<file path="src/rtl/edge_clk_divider_pkg.sv">
package edge_clk_divider_pkg;

    localparam int SEL_W     = 2;
    localparam int MAX_LOG2  = 3;
    localparam int PHASE_W   = MAX_LOG2;

    typedef enum logic {
        ST_HOLD = 1'b0,
        ST_RUN  = 1'b1
    } div_state_t;

    // last phase index (N-1) for a select code
    function automatic logic [PHASE_W-1:0] sel_to_last(input logic [SEL_W-1:0] sel);
        logic [PHASE_W-1:0] r;
        unique case (sel)
            2'b00:   r = PHASE_W'(1);
            2'b01:   r = PHASE_W'(3);
            default: r = PHASE_W'(7);
        endcase
        return r;
    endfunction

endpackage

</file>
<file path="src/rtl/edge_clk_ratio_latch.sv">
module edge_clk_ratio_latch
    import edge_clk_divider_pkg::*;
(
    input  logic               clk,
    input  logic               rst,
    input  logic               capture,
    input  logic [SEL_W-1:0]   sel,
    output logic [PHASE_W-1:0] last_q,
    output logic [PHASE_W-1:0] half_q
);

    logic [PHASE_W-1:0] last_d;

    always_comb begin
        last_d = sel_to_last(sel);
    end

    always_ff @(posedge clk or posedge rst) begin
        if (rst) begin
            last_q <= PHASE_W'(1);
            half_q <= PHASE_W'(1);
        end else if (capture) begin
            last_q <= last_d;
            half_q <= PHASE_W'((32'(last_d) + 1) >> 1);
        end
    end

    // frozen ratio while not capturing
    AST_RATIO_FROZEN: assert property (@(posedge clk) disable iff (rst)
        !$past(capture) |-> $stable(last_q) && $stable(half_q));

endmodule

</file>
<file path="src/rtl/edge_clk_phase_ctr.sv">
module edge_clk_phase_ctr
    import edge_clk_divider_pkg::*;
(
    input  logic               clk,
    input  logic               rst,
    input  logic               clear,
    input  logic [PHASE_W-1:0] last,
    output logic [PHASE_W-1:0] phase_q,
    output logic [PHASE_W-1:0] phase_nxt
);

    always_comb begin
        if (clear) begin
            phase_nxt = '0;
        end else if (phase_q == last) begin
            phase_nxt = '0;
        end else begin
            phase_nxt = phase_q + PHASE_W'(1);
        end
    end

    always_ff @(posedge clk or posedge rst) begin
        if (rst) begin
            phase_q <= '0;
        end else begin
            phase_q <= phase_nxt;
        end
    end

    AST_PHASE_IN_RANGE: assert property (@(posedge clk) disable iff (rst)
        !clear |-> phase_q <= last);

    AST_PHASE_CLEARED: assert property (@(posedge clk) disable iff (rst)
        $past(clear) |-> phase_q == '0);

endmodule

</file>
<file path="src/rtl/edge_clk_divider.sv">
module edge_clk_divider
    import edge_clk_divider_pkg::*;
(
    input  logic             clk_fast,
    input  logic             rst_async,
    input  logic             release_en,
    input  logic [SEL_W-1:0] ratio_sel,
    output logic             div_clk,
    output logic             div_rise
);

    div_state_t         state_q;
    div_state_t         state_d;
    logic [PHASE_W-1:0] last_q;
    logic [PHASE_W-1:0] half_q;
    logic [PHASE_W-1:0] phase_q;
    logic [PHASE_W-1:0] phase_nxt;
    logic               in_hold;
    logic               ctr_clear;

    assign in_hold   = (state_q == ST_HOLD);
    assign ctr_clear = in_hold || !release_en;

    edge_clk_ratio_latch u_ratio (
        .clk     (clk_fast),
        .rst     (rst_async),
        .capture (in_hold),
        .sel     (ratio_sel),
        .last_q  (last_q),
        .half_q  (half_q)
    );

    edge_clk_phase_ctr u_phase (
        .clk       (clk_fast),
        .rst       (rst_async),
        .clear     (ctr_clear),
        .last      (last_q),
        .phase_q   (phase_q),
        .phase_nxt (phase_nxt)
    );

    // next-state logic
    always_comb begin
        state_d = state_q;
        unique case (state_q)
            ST_HOLD: if (release_en)  state_d = ST_RUN;
            ST_RUN:  if (!release_en) state_d = ST_HOLD;
        endcase
    end

    // state register
    always_ff @(posedge clk_fast or posedge rst_async) begin
        if (rst_async) begin
            state_q <= ST_HOLD;
        end else begin
            state_q <= state_d;
        end
    end

    // registered outputs
    always_ff @(posedge clk_fast or posedge rst_async) begin
        if (rst_async) begin
            div_clk  <= 1'b0;
            div_rise <= 1'b0;
        end else begin
            unique case (state_q)
                ST_HOLD: begin
                    div_clk  <= release_en;
                    div_rise <= release_en;
                end
                ST_RUN: begin
                    if (release_en) begin
                        div_clk  <= (phase_nxt < half_q);
                        div_rise <= (phase_nxt == '0);
                    end else begin
                        div_clk  <= 1'b0;
                        div_rise <= 1'b0;
                    end
                end
            endcase
        end
    end

    AST_IDLE_LOW: assert property (@(posedge clk_fast) disable iff (rst_async)
        !$past(release_en) |-> !div_clk && !div_rise);

    AST_FIRST_RISE: assert property (@(posedge clk_fast) disable iff (rst_async)
        (in_hold && release_en) |=> div_clk && div_rise);

    AST_STB_SINGLE: assert property (@(posedge clk_fast) disable iff (rst_async)
        div_rise |=> !div_rise);

    AST_STB_ON_RISE: assert property (@(posedge clk_fast) disable iff (rst_async)
        $rose(div_clk) |-> div_rise);

    AST_STB_WITH_HIGH: assert property (@(posedge clk_fast) disable iff (rst_async)
        div_rise |-> div_clk);

endmodule

</file>
<file path="config.mk">
export PLATFORM = sky130hd
export DESIGN_NAME = edge_clk_divider
export DESIGN_NICKNAME = d
export VERILOG_FILES = /design/src/rtl/edge_clk_divider_pkg.sv /design/src/rtl/edge_clk_ratio_latch.sv /design/src/rtl/edge_clk_phase_ctr.sv /design/src/rtl/edge_clk_divider.sv
export SDC_FILE = /design/constraint.sdc
export NUM_CORES = 1
export LEC_CHECK = 0
export ABC_CLOCK_PERIOD_IN_PS = 2500
export BUFFER_PORTS_ARGS = -buffer_cell sky130_fd_sc_hd__buf_4
export CORE_AREA = 2 2 39 41
export CTS_CLUSTER_DIAMETER = 200
export DETAILED_ROUTE_END_ITERATION = 8
export DIE_AREA = 0 0 41 43
export GPL_TIMING_DRIVEN = 0
export PLACE_DENSITY = 0.65
export SYNTH_ARGS = -nofsm -noshare
export SYNTH_HDL_FRONTEND = slang
export SYNTH_SLANG_ARGS = --single-unit
</file>
<file path="constraint.sdc">
create_clock -name clk_fast -period 2.5 [get_ports clk_fast]
set_input_delay 0.375 -clock clk_fast [delete_from_list [all_inputs] [get_ports clk_fast]]
set_output_delay 0.375 -clock clk_fast [all_outputs]
set_load 0.005 [all_outputs]
</file>
==> flow_summary.toml, run 1 <==
[cts]
post_cts_buffers = 0
h-tree-depth = 1
ctsHoldBuffers = 0
cts.path.max_buffers = 2
cts.sinks = 10
cts.reportedPaths.clkPinSlew_ns = 0.07
clock_latency_ns = 0.27
cts_made_buffers = 3
cts_tree = "yes"
cts_resized = 0
clockRootBuffer = "clkbuf_4"

[timing]
skew_ns = 0.00365
worst_pin_slew_ns = 0.368
slew_headroom = 0.754
max_freq_ghz = 0.519
finalSetupTns_ns = 0
period_needed_ns = 1.93
hold_violations = 0
slew_viol_final = 0
rsz0062_at_grt = "false"
final-setup-viol-count = 0
post-route-period-util = 0.770

[setup_path]
max_stage_delay_ns = 0.44
r2r-start = "u_phase.phase_q[0]"
worstSetupStartpoint = "u_phase.phase_q[0]"
r2r-end = "div_clk"
required_ns = 2.69
crit_type = "register to register"
slowest_stage = "dfrtp_1"
crit_path_end_kind = "register"
path_cells = "ha_1 -> and3_1 -> ha_1 -> nor2b_1 -> a221o_1 -> a31oi_1"
arrival_ns = 2.11
r2r_setup_slack_ns = 0.57
reg2reg_depth = 6
start_kind = "register"
cpMostUsedCell = "ha_1"
path_max_fanout = 6

[cells_and_area]
drive_gt1_frac = 0.269
final_cells = 68
n_antenna_cell = 0
syn_to_final_growth_pct = 21.4
nNetsFinal = 61

[power_and_ir_drop]
p_leak_nw = 0.299
power_mw = 0.370
p_int_mw = 0.286
ir_drop_uv = 293
power_density_nw_per_um2 = 642
pwr-share-clk = 0.395
pwr-share-seq = 0.486
p_sw_mw = 0.0838
sw_frac_of_total = 0.227
combPwrFrac = 0.119

[floorplanning]
fp.dieArea_sq_um = 1760
rows = 14
ioPinCount = 7
die_w_um = 41
dieHeight_um = 43
start_util = 0.343
fp.coreArea_sq_um = 1380

[detailed_routing]
initialDrtViolationCount = 2
detail_route.wl_per_cell_um = 11.1
drt_first_pass_iters = 3
num_vias = 337
drt_wl_total_um = 757
vias_per_cell = 4.96
ant_nets = 0
drc = 0

[synthesis]
yosysWarnings = 0
synthSimpleGateAreaFrac = 0.150
synthAdderAreaFrac = 0.0792
synth_seq_cells = 10
ys_top_cells_by_count = "dfrtp_1 (9), inv_1 (5), ha_1 (3), nand2_1 (3)"
synth-compound-area-share = 0.0976
muxShareOfSynthArea = 0.0237
synth.distinct_cells = 23
synth_edf_count = 0
synthTopCellsByArea = "dfrtp_1 (47%), ha_1 (7.9%), dfstp_2 (5.5%)"
netlist_instances = 42
synth_top_flop_cell = "dfrtp_1"
synthXorXnorAreaFrac = 0.0554
synth_top_area_frac = 0.475
syn_nets = 50
async_reset_ff_frac = 1.00
synth_top_family_by_area = "simple AND/OR/NAND/NOR gates"
synth_most_common_cell = "dfrtp_1"
avgSynthCellArea_sq_um = 11.3
synth.yosys.seq_area_share = 0.530
syn-cell-area_sq_um = 474
synth_top_cell_by_area = "dfrtp_1"

[place]
dpl.hpwl_um = 579
place.gp.congestion = 0.707
port-buffer-count = 6
dp.cells = 64

[grt]
grt_pass1_vias = 333
grt_pass1_wl_mm = 1.32
grt_overflow = 0
grt_max_degree = 11
grt_use_total = 0.121
antenna_found_initial = 0

[run_status]
status = "completed"

[min_path]
hold_class = "primary input to asynchronous set/reset pin"

[run]
cap_violations = 0
## state kept, by name, indices dropped and copies added (netlist names)
signal           cells
div_rise             1
div_clk              1
state_q              1
u_ratio.half_q       3
u_phase.phase_q      3
u_ratio.last_q       1
## layout by cell type, fill, tap and decap left out, types with 2 or more instances in the layout
| master | instances |
|---|---|
| clkbuf_4 | 3 |
| xnor2_1 | 2 |
| nor2b_1 | 2 |
| buf_4 | 6 |
| ha_1 | 3 |
| and3_1 | 2 |
| nand2_1 | 3 |
| inv_1 | 5 |
| dfrtp_1 | 9 |
## routing by layer
layer / global-route usage / share of wire / vias to the layer above
met5: 0 / 0 / -
met4: 0.120 / 0.053 / 0
met3: 0.0471 / 0.042 / 4
met2: 0.156 / 0.46 / 8
met1: 0.140 / 0.44 / 160
li1: - / - / 165
## worst max-delay path by stage
stage | end | cells after the start
4_1_cts | div_clk | 6
3_3_place_gp | div_clk | 6
3_5_place_dp | div_clk | 6
2_1_floorplan | div_clk | 6
6_report | div_clk | 6
5_1_grt | div_clk | 6
## area by class of cell
class	count	area, sq um
timing repair buffer	6	45.0
multi-input combinational	26	193
inverter	5	18.8
tap	16	20.0
clock buffer	4	36.3
fill	144	808
sequential	10	251
buffer	1	11.3
## cell families (layout without fill, tap and decap cells)
kind of cell    Yosys count  after routing
simple gates             13             13
flops                    10             10
compound gates            6              6
buf+inv                   6             16
fa+ha+maj                 3              3
xor+xnor                  3              3
mux                       1              1
## worst max-delay path: cells and delay by family, from the launching register on
family                     cells  cell delay (ns)
AOI/OAI and AO/OA              2             0.49
adders and majority gates      2             0.61
DFF                            1             0.44
and+or+nand+nor                2             0.31
## through the flow
step           setup slack (ns)  hold WS, ns  instance area, sq um   util
3_5_place_dp              0.582        0.385                   539  0.390
4_1_cts                   0.566       0.0961                   576  0.416
2_1_floorplan             0.710        0.214                   474      -
5_1_grt                   0.436        0.118                   576  0.416
6_report                  0.575       0.0744                   576  0.416
3_3_place_gp              0.610        0.380                   539  0.390
## power groups by stage
stage / Clock [mW] / Combinational, mW / Sequential, mW
final: 0.146 / 0.0440 / 0.180
after CTS: 0.151 / 0.0453 / 0.180
after detailed placement: 0 / 0.0452 / 0.183
after global routing: 0.158 / 0.0506 / 0.181
after global placement: 0 / 0.0440 / 0.183
after floorplan: 0 / 0.0290 / 0.182
(Power assumes the default switching activity.)
==> run 2: changes to the inputs <==
--- a/config.mk
+++ b/config.mk
@@ -5,14 +5,15 @@
 export SDC_FILE = /design/constraint.sdc
 export NUM_CORES = 1
 export LEC_CHECK = 0
-export ABC_CLOCK_PERIOD_IN_PS = 2500
+export ABC_AREA = 1
+export ABC_CLOCK_PERIOD_IN_PS = 1710
 export BUFFER_PORTS_ARGS = -buffer_cell sky130_fd_sc_hd__buf_4
 export CORE_AREA = 2 2 39 41
 export CTS_CLUSTER_DIAMETER = 200
 export DETAILED_ROUTE_END_ITERATION = 8
 export DIE_AREA = 0 0 41 43
 export GPL_TIMING_DRIVEN = 0
-export PLACE_DENSITY = 0.65
+export PLACE_DENSITY = 0.68
 export SYNTH_ARGS = -nofsm -noshare
 export SYNTH_HDL_FRONTEND = slang
 export SYNTH_SLANG_ARGS = --single-unit
==> constraint.sdc (replaced) <==
create_clock -name clk_fast -period 1.71 [get_ports clk_fast]
set_input_delay 0.2565 -clock clk_fast [delete_from_list [all_inputs] [get_ports clk_fast]]
set_output_delay 0.2565 -clock clk_fast [all_outputs]
set_load 0.005 [all_outputs]
==> run 2 against run 1 <==
Final cell count grew 24%; clock-buffer cell count did not move; worst setup slack worse by 0.42 ns; sequential power is 45% higher; synthesized cell count rose by 31%; hold slack gained 0.055 ns; critical path type unchanged; largest power group unchanged; highest routed layer is now met3.
==> flow_summary.toml, run 2 <==
[run_status]
status = "completed"

[synthesis]
synth.yosys.seq_area_share = 0.523
synth_seq_cells = 10
avgSynthCellArea_sq_um = 8.74
syn_nets = 63
synth_top_flop_cell = "dfrtp_1"
ys_top_cells_by_count = "inv_1 (12), nand2_1 (11), dfrtp_1 (9)"
synthTopCellsByArea = "dfrtp_1 (47%), inv_1 (9.4%), nand2_1 (8.6%)"
synth.distinct_cells = 14
synth_edf_count = 0
syn-cell-area_sq_um = 480
synth_top_area_frac = 0.469
synth_most_common_cell = "inv_1"
yosysWarnings = 0
synth_top_cell_by_area = "dfrtp_1"
async_reset_ff_frac = 1.00
netlist_instances = 55

[cells_and_area]
layout_commonest_cell = "inv_1"
reg.largest.list = "u_phase.phase_q x3, u_ratio.half_q x3"
drive_gt1_frac = 0.279
syn_to_final_growth_pct = 29.7
nNetsFinal = 77
final_cells = 84
final_cell_mix = "inv_1 (12), nand2_1 (11), dfrtp_1 (9)"
n_antenna_cell = 0

[detailed_routing]
vias_per_cell = 4.46
drt_wl_total_um = 826
detail_route.wl_per_cell_um = 9.83
initialDrtViolationCount = 1
drc = 0
num_vias = 375
ant_nets = 0
drt_first_pass_iters = 4

[setup_path]
arrival_ns = 1.70
crit_path_end_kind = "register"
required_ns = 1.85
path_max_fanout = 2
start_kind = "register"
crit_type = "register to register"

[grt]
grtUsageMet2 = 0.163
grt_overflow = 0
grtUsageMet3 = 0.0314
grt_pass1_vias = 325
use_met1 = 0.136
grt_pass1_wl_mm = 1.25
antenna_found_initial = 0
grt_max_degree = 11
busiest_layer = "met2"
grt_use_total = 0.112

[timing]
max_freq_ghz = 0.642
worst_pin_slew_ns = 0.373
skew_ns = 0.00926
period_needed_ns = 1.56
slew_headroom = 0.751
final-setup-viol-count = 0
fin_ws_ns = 0.153
hold_violations = 0
post-route-period-util = 0.911
slew_viol_final = 0
finalSetupTns_ns = 0
rsz0062_at_grt = "false"

[cts]
clock_latency_ns = 0.26
clockRootBuffer = "clkbuf_4"
h-tree-depth = 1
cts.reportedPaths.clkPinSlew_ns = 0.07
cts_made_buffers = 3
cts_tree = "yes"
cts.sinks = 10
cts.path.max_buffers = 2

[floorplanning]
ioPinCount = 7
start_util = 0.347
fp.dieArea_sq_um = 1760
rows = 14
fp.coreArea_sq_um = 1380
die_w_um = 41
dieHeight_um = 43

[place]
dp.cells = 77
port-buffer-count = 6
dp_slack_ns = 0.0594
place.gp.congestion = 0.705
dpl.hpwl_um = 646

[power_and_ir_drop]
power_density_nw_per_um2 = 858
p_leak_nw = 0.328
power_mw = 0.535
ir_drop_uv = 450

[min_path]
hold_class = "primary input to register"

[run]
cap_violations = 0
-- run 2: timing repair --
| item | in CTS | in global routing |
|---|---|---|
| resized for setup | 0 | 2 |
| hold endpoints to repair | 9 | 0 |
| setup buffers | 0 | 2 |
| setup endpoints to repair | 0 | 1 |
| hold buffers | 1 | 0 |
-- run 2: metal layers --
metal	routed length, um	share of wire	up-vias
li1	-	-	196
met1	367	0.44	174
met2	442	0.54	5
met3	17	0.021	0
met4	0	0	0
met5	0	0	-
-- run 2: layout make-up --
| class | count | area (sq um) |
|---|---|---|
| multi-input combinational | 33 | 200 |
| clock buffer | 4 | 36.3 |
| timing repair buffer | 9 | 70.1 |
| fill | 139 | 761 |
| inverter | 12 | 45.0 |
| tap | 16 | 20.0 |
| sequential | 10 | 251 |
-- run 2: cells by family after synthesis --
| family | synth area share |
|---|---|
| buffers and inverters | 0.0937 |
| flip-flops | 0.523 |
| XOR/XNOR | 0.0182 |
| adder cells (fa/ha/maj) | 0.0781 |
| AND/OR/NAND/NOR | 0.198 |
| AO/OA/AOI/OAI | 0.0885 |
-- run 2: where the power goes --
group	internal (mW)	leakage (nW)	total, mW	switching (mW)
combinational	0.0312	0.186	0.0680	0.0368
clock	0.129	0.0210	0.205	0.0764
sequential	0.253	0.121	0.261	0.00836
total	0.413	0.328	0.535	0.122
-- run 2: final timing paths --
check / startpoint / to / slack [ns] / cells past startpoint
setup / recovery: u_phase.phase_q[0] / div_clk / 0.15 / 9
hold / removal: release_en / state_q / 0.13 / 1
setup reg to reg: u_phase.phase_q[0] / div_clk / 0.15 / 9
hold reg to reg: u_ratio.half_q[0] / u_ratio.half_q[0] / 0.50 / 2
max in group asynchronous: rst_async / u_ratio.half_q[0] / 0.88 / 3
min in group asynchronous: rst_async / u_ratio.half_q[1] / 0.52 / 3
-- run 2: through the flow --
stage | hold slack [ns] | util | instance area (sq um)
6_report | 0.130 | 0.450 | 623
5_1_grt | 0.117 | 0.450 | 623
4_1_cts | 0.122 | 0.428 | 592
3_5_place_dp | 0.255 | 0.394 | 546
3_3_place_gp | 0.249 | 0.394 | 546
2_1_floorplan | 0.0960 | - | 480
-- run 2: critical path, cell delays in order, from the launching register on --
cell     delay (ns)
dfrtp_1        0.38
ha_1           0.22
xnor2_1        0.14
nor2_1         0.06
nand2_1        0.08
inv_1          0.08
ha_4           0.27
nand3_1        0.08
nand3_1        0.07
nand2_1        0.05
==> run 3: changes to the inputs <==
--- a/config.mk
+++ b/config.mk
@@ -6,14 +6,14 @@
 export NUM_CORES = 1
 export LEC_CHECK = 0
 export ABC_AREA = 1
-export ABC_CLOCK_PERIOD_IN_PS = 1710
+export ABC_CLOCK_PERIOD_IN_PS = 2009
 export BUFFER_PORTS_ARGS = -buffer_cell sky130_fd_sc_hd__buf_4
 export CORE_AREA = 2 2 39 41
 export CTS_CLUSTER_DIAMETER = 200
 export DETAILED_ROUTE_END_ITERATION = 8
 export DIE_AREA = 0 0 41 43
 export GPL_TIMING_DRIVEN = 0
-export PLACE_DENSITY = 0.68
+export PLACE_DENSITY = 0.66
 export SYNTH_ARGS = -nofsm -noshare
 export SYNTH_HDL_FRONTEND = slang
 export SYNTH_SLANG_ARGS = --single-unit
==> constraint.sdc (replaced) <==
create_clock -name clk_fast -period 2.01 [get_ports clk_fast]
set_input_delay 0.3015 -clock clk_fast [delete_from_list [all_inputs] [get_ports clk_fast]]
set_output_delay 0.3015 -clock clk_fast [all_outputs]
set_load 0.005 [all_outputs]
==> run 3 against run 2 <==
Sequential share of layout area is 3.6 points higher; flip-flop and latch count stayed put; total power is 23% lower; final area is 8.2% lower; via count is 2.9% lower; critical endpoint unchanged.
==> flow_summary.toml, run 3 (same netlist as run 2, synthesis figures left out) <==
[cts]
cts_resized = 0
cts_tree = "yes"
h-tree-depth = 1
post_cts_buffers = 0
clockRootBuffer = "clkbuf_4"
cts.reportedPaths.clkPinSlew_ns = 0.06
clock_latency_ns = 0.26
ctsHoldBuffers = 0
cts.sinks = 10
cts_made_buffers = 3
cts.path.max_buffers = 2

[timing]
holdWs_ns = 0.00354
final-setup-viol-count = 0
slew_headroom = 0.758
hold_violations = 0
slew_viol_final = 0
rsz0062_at_grt = "false"
worst_pin_slew_ns = 0.363
skew_ns = 0.00638
finalSetupTns_ns = 0
post-route-period-util = 0.826
max_freq_ghz = 0.603
period_needed_ns = 1.66

[grt]
grt_use_total = 0.126
grt_overflow = 0
antenna_found_initial = 0
grt_pass1_vias = 355
grt_pass1_wl_mm = 1.41
grt_max_degree = 11

[detailed_routing]
drt_wl_total_um = 779
wl_met2_um = 394
drc = 0
num_vias = 364
m1WireLength_um = 348
detail_route.wl_per_cell_um = 9.62
wl_met3_um = 30
initialDrtViolationCount = 4
drt_first_pass_iters = 2
vias_per_cell = 4.49
ant_nets = 0
highest_layer = "met4"

[setup_path]
r2r-start = "u_phase.phase_q[0]"
required_ns = 2.22
path_cells = "ha_1 -> xnor2_1 -> nor2_1 -> nand2_1 -> inv_1 -> ha_1 -> a21oi_1 -> nand3_1 -> nand2_1"
crit_type = "register to register"
start_kind = "register"
slowest_stage = "dfrtp_1"
worstSetupStartpoint = "u_phase.phase_q[0]"
crit_family = "adder cells"
crit_path_end_kind = "register"
path_max_fanout = 4
arrival_ns = 1.87
path_buf_inv = 1
max_stage_delay_ns = 0.42

[floorplanning]
ioPinCount = 7
rows = 14
fp.coreArea_sq_um = 1380
dieHeight_um = 43
die_w_um = 41
start_util = 0.347
fp.dieArea_sq_um = 1760

[power_and_ir_drop]
ir_drop_uv = 370
p_leak_nw = 0.308
power_mw = 0.413
power_density_nw_per_um2 = 723

[cells_and_area]
fill_cells = 152
final_cell_mix = "inv_1 (12), nand2_1 (11), dfrtp_1 (9)"
layout_commonest_cell = "inv_1"
n_antenna_cell = 0
nNetsFinal = 74
syn_to_final_growth_pct = 19.0
reg.largest.list = "u_phase.phase_q x3, u_ratio.half_q x3"
final_cells = 81
drive_gt1_frac = 0.215
final_area_sq_um = 572

[run_status]
status = "completed"

[place]
port-buffer-count = 6
dp.cells = 77
dpl.hpwl_um = 616
place.gp.congestion = 0.709
place_area_sq_um = 546

[run]
cap_violations = 0

[min_path]
hold_class = "primary input to asynchronous set/reset pin"
==> run 3: cell count changes in the layout (fill, tap and decap cells not counted) <==
cell | previous run | this run
buf_4 | 8 | 6
a21oi_1 | 2 | 3
a21oi_2 | 2 | 1
clkbuf_1 | 0 | 1
clkbuf_8 | 1 | 0
dlygate4sd3_1 | 1 | 0
ha_1 | 2 | 3
ha_4 | 1 | 0
==> run 3: routing by layer <==
| metal | global-route usage | vias to the layer above |
|---|---|---|
| met5 | 0 | - |
| met4 | 0.100 | 0 |
| met3 | 0.0471 | 2 |
| met2 | 0.175 | 7 |
| met1 | 0.146 | 169 |
| li1 | - | 186 |
==> run 3: worst paths after layout <==
check / cells past startpoint / slack (ns) / endpoint
worst min-delay path: 2 / 0.004 / u_ratio.half_q[1]
worst max-delay path: 9 / 0.35 / div_clk
worst max register to register: 9 / 0.35 / div_clk
worst min register to register: 2 / 0.50 / u_ratio.half_q[0]
max in group asynchronous: 2 / 1.70 / u_ratio.half_q[0]
min in group clk_fast: 1 / 0.18 / state_q
==> run 3: final cells by class <==
| cell class | count | area [sq um] | area share |
|---|---|---|---|
| clock buffers | 4 | 26.3 | 0.0460 |
| inverters | 12 | 45.0 | 0.0788 |
| well taps | 16 | 20.0 | 0.0350 |
| flip-flops and latches | 10 | 251 | 0.440 |
| multi-input cells | 33 | 184 | 0.322 |
| repair buffers | 6 | 45.0 | 0.0788 |
==> run 3: power breakdown <==
part	total [mW]	internal (mW)	switching, mW
Combinational	0.0495	0.0219	0.0276
Clock	0.141	0.0766	0.0642
Sequential	0.223	0.215	0.00784
Total	0.413	0.314	0.0996
==> run 3: metrics by stage <==
| stage | utilization | worst slack [ns] |
|---|---|---|
| after global routing | 0.413 | 0.222 |
| after detailed placement | 0.394 | 0.383 |
| after floorplan | - | 0.502 |
| after CTS | 0.413 | 0.349 |
| final | 0.413 | 0.350 |
| after global placement | 0.394 | 0.385 |
==> run 3: worst reg2reg max path, stage by stage, from the launching register on <==
cell and delay, ns:
dfrtp_1 0.42, ha_1 0.23, xnor2_1 0.16, nor2_1 0.05, nand2_1 0.08, inv_1 0.06, ha_1 0.29, a21oi_1 0.17
nand3_1 0.09, nand2_1 0.06
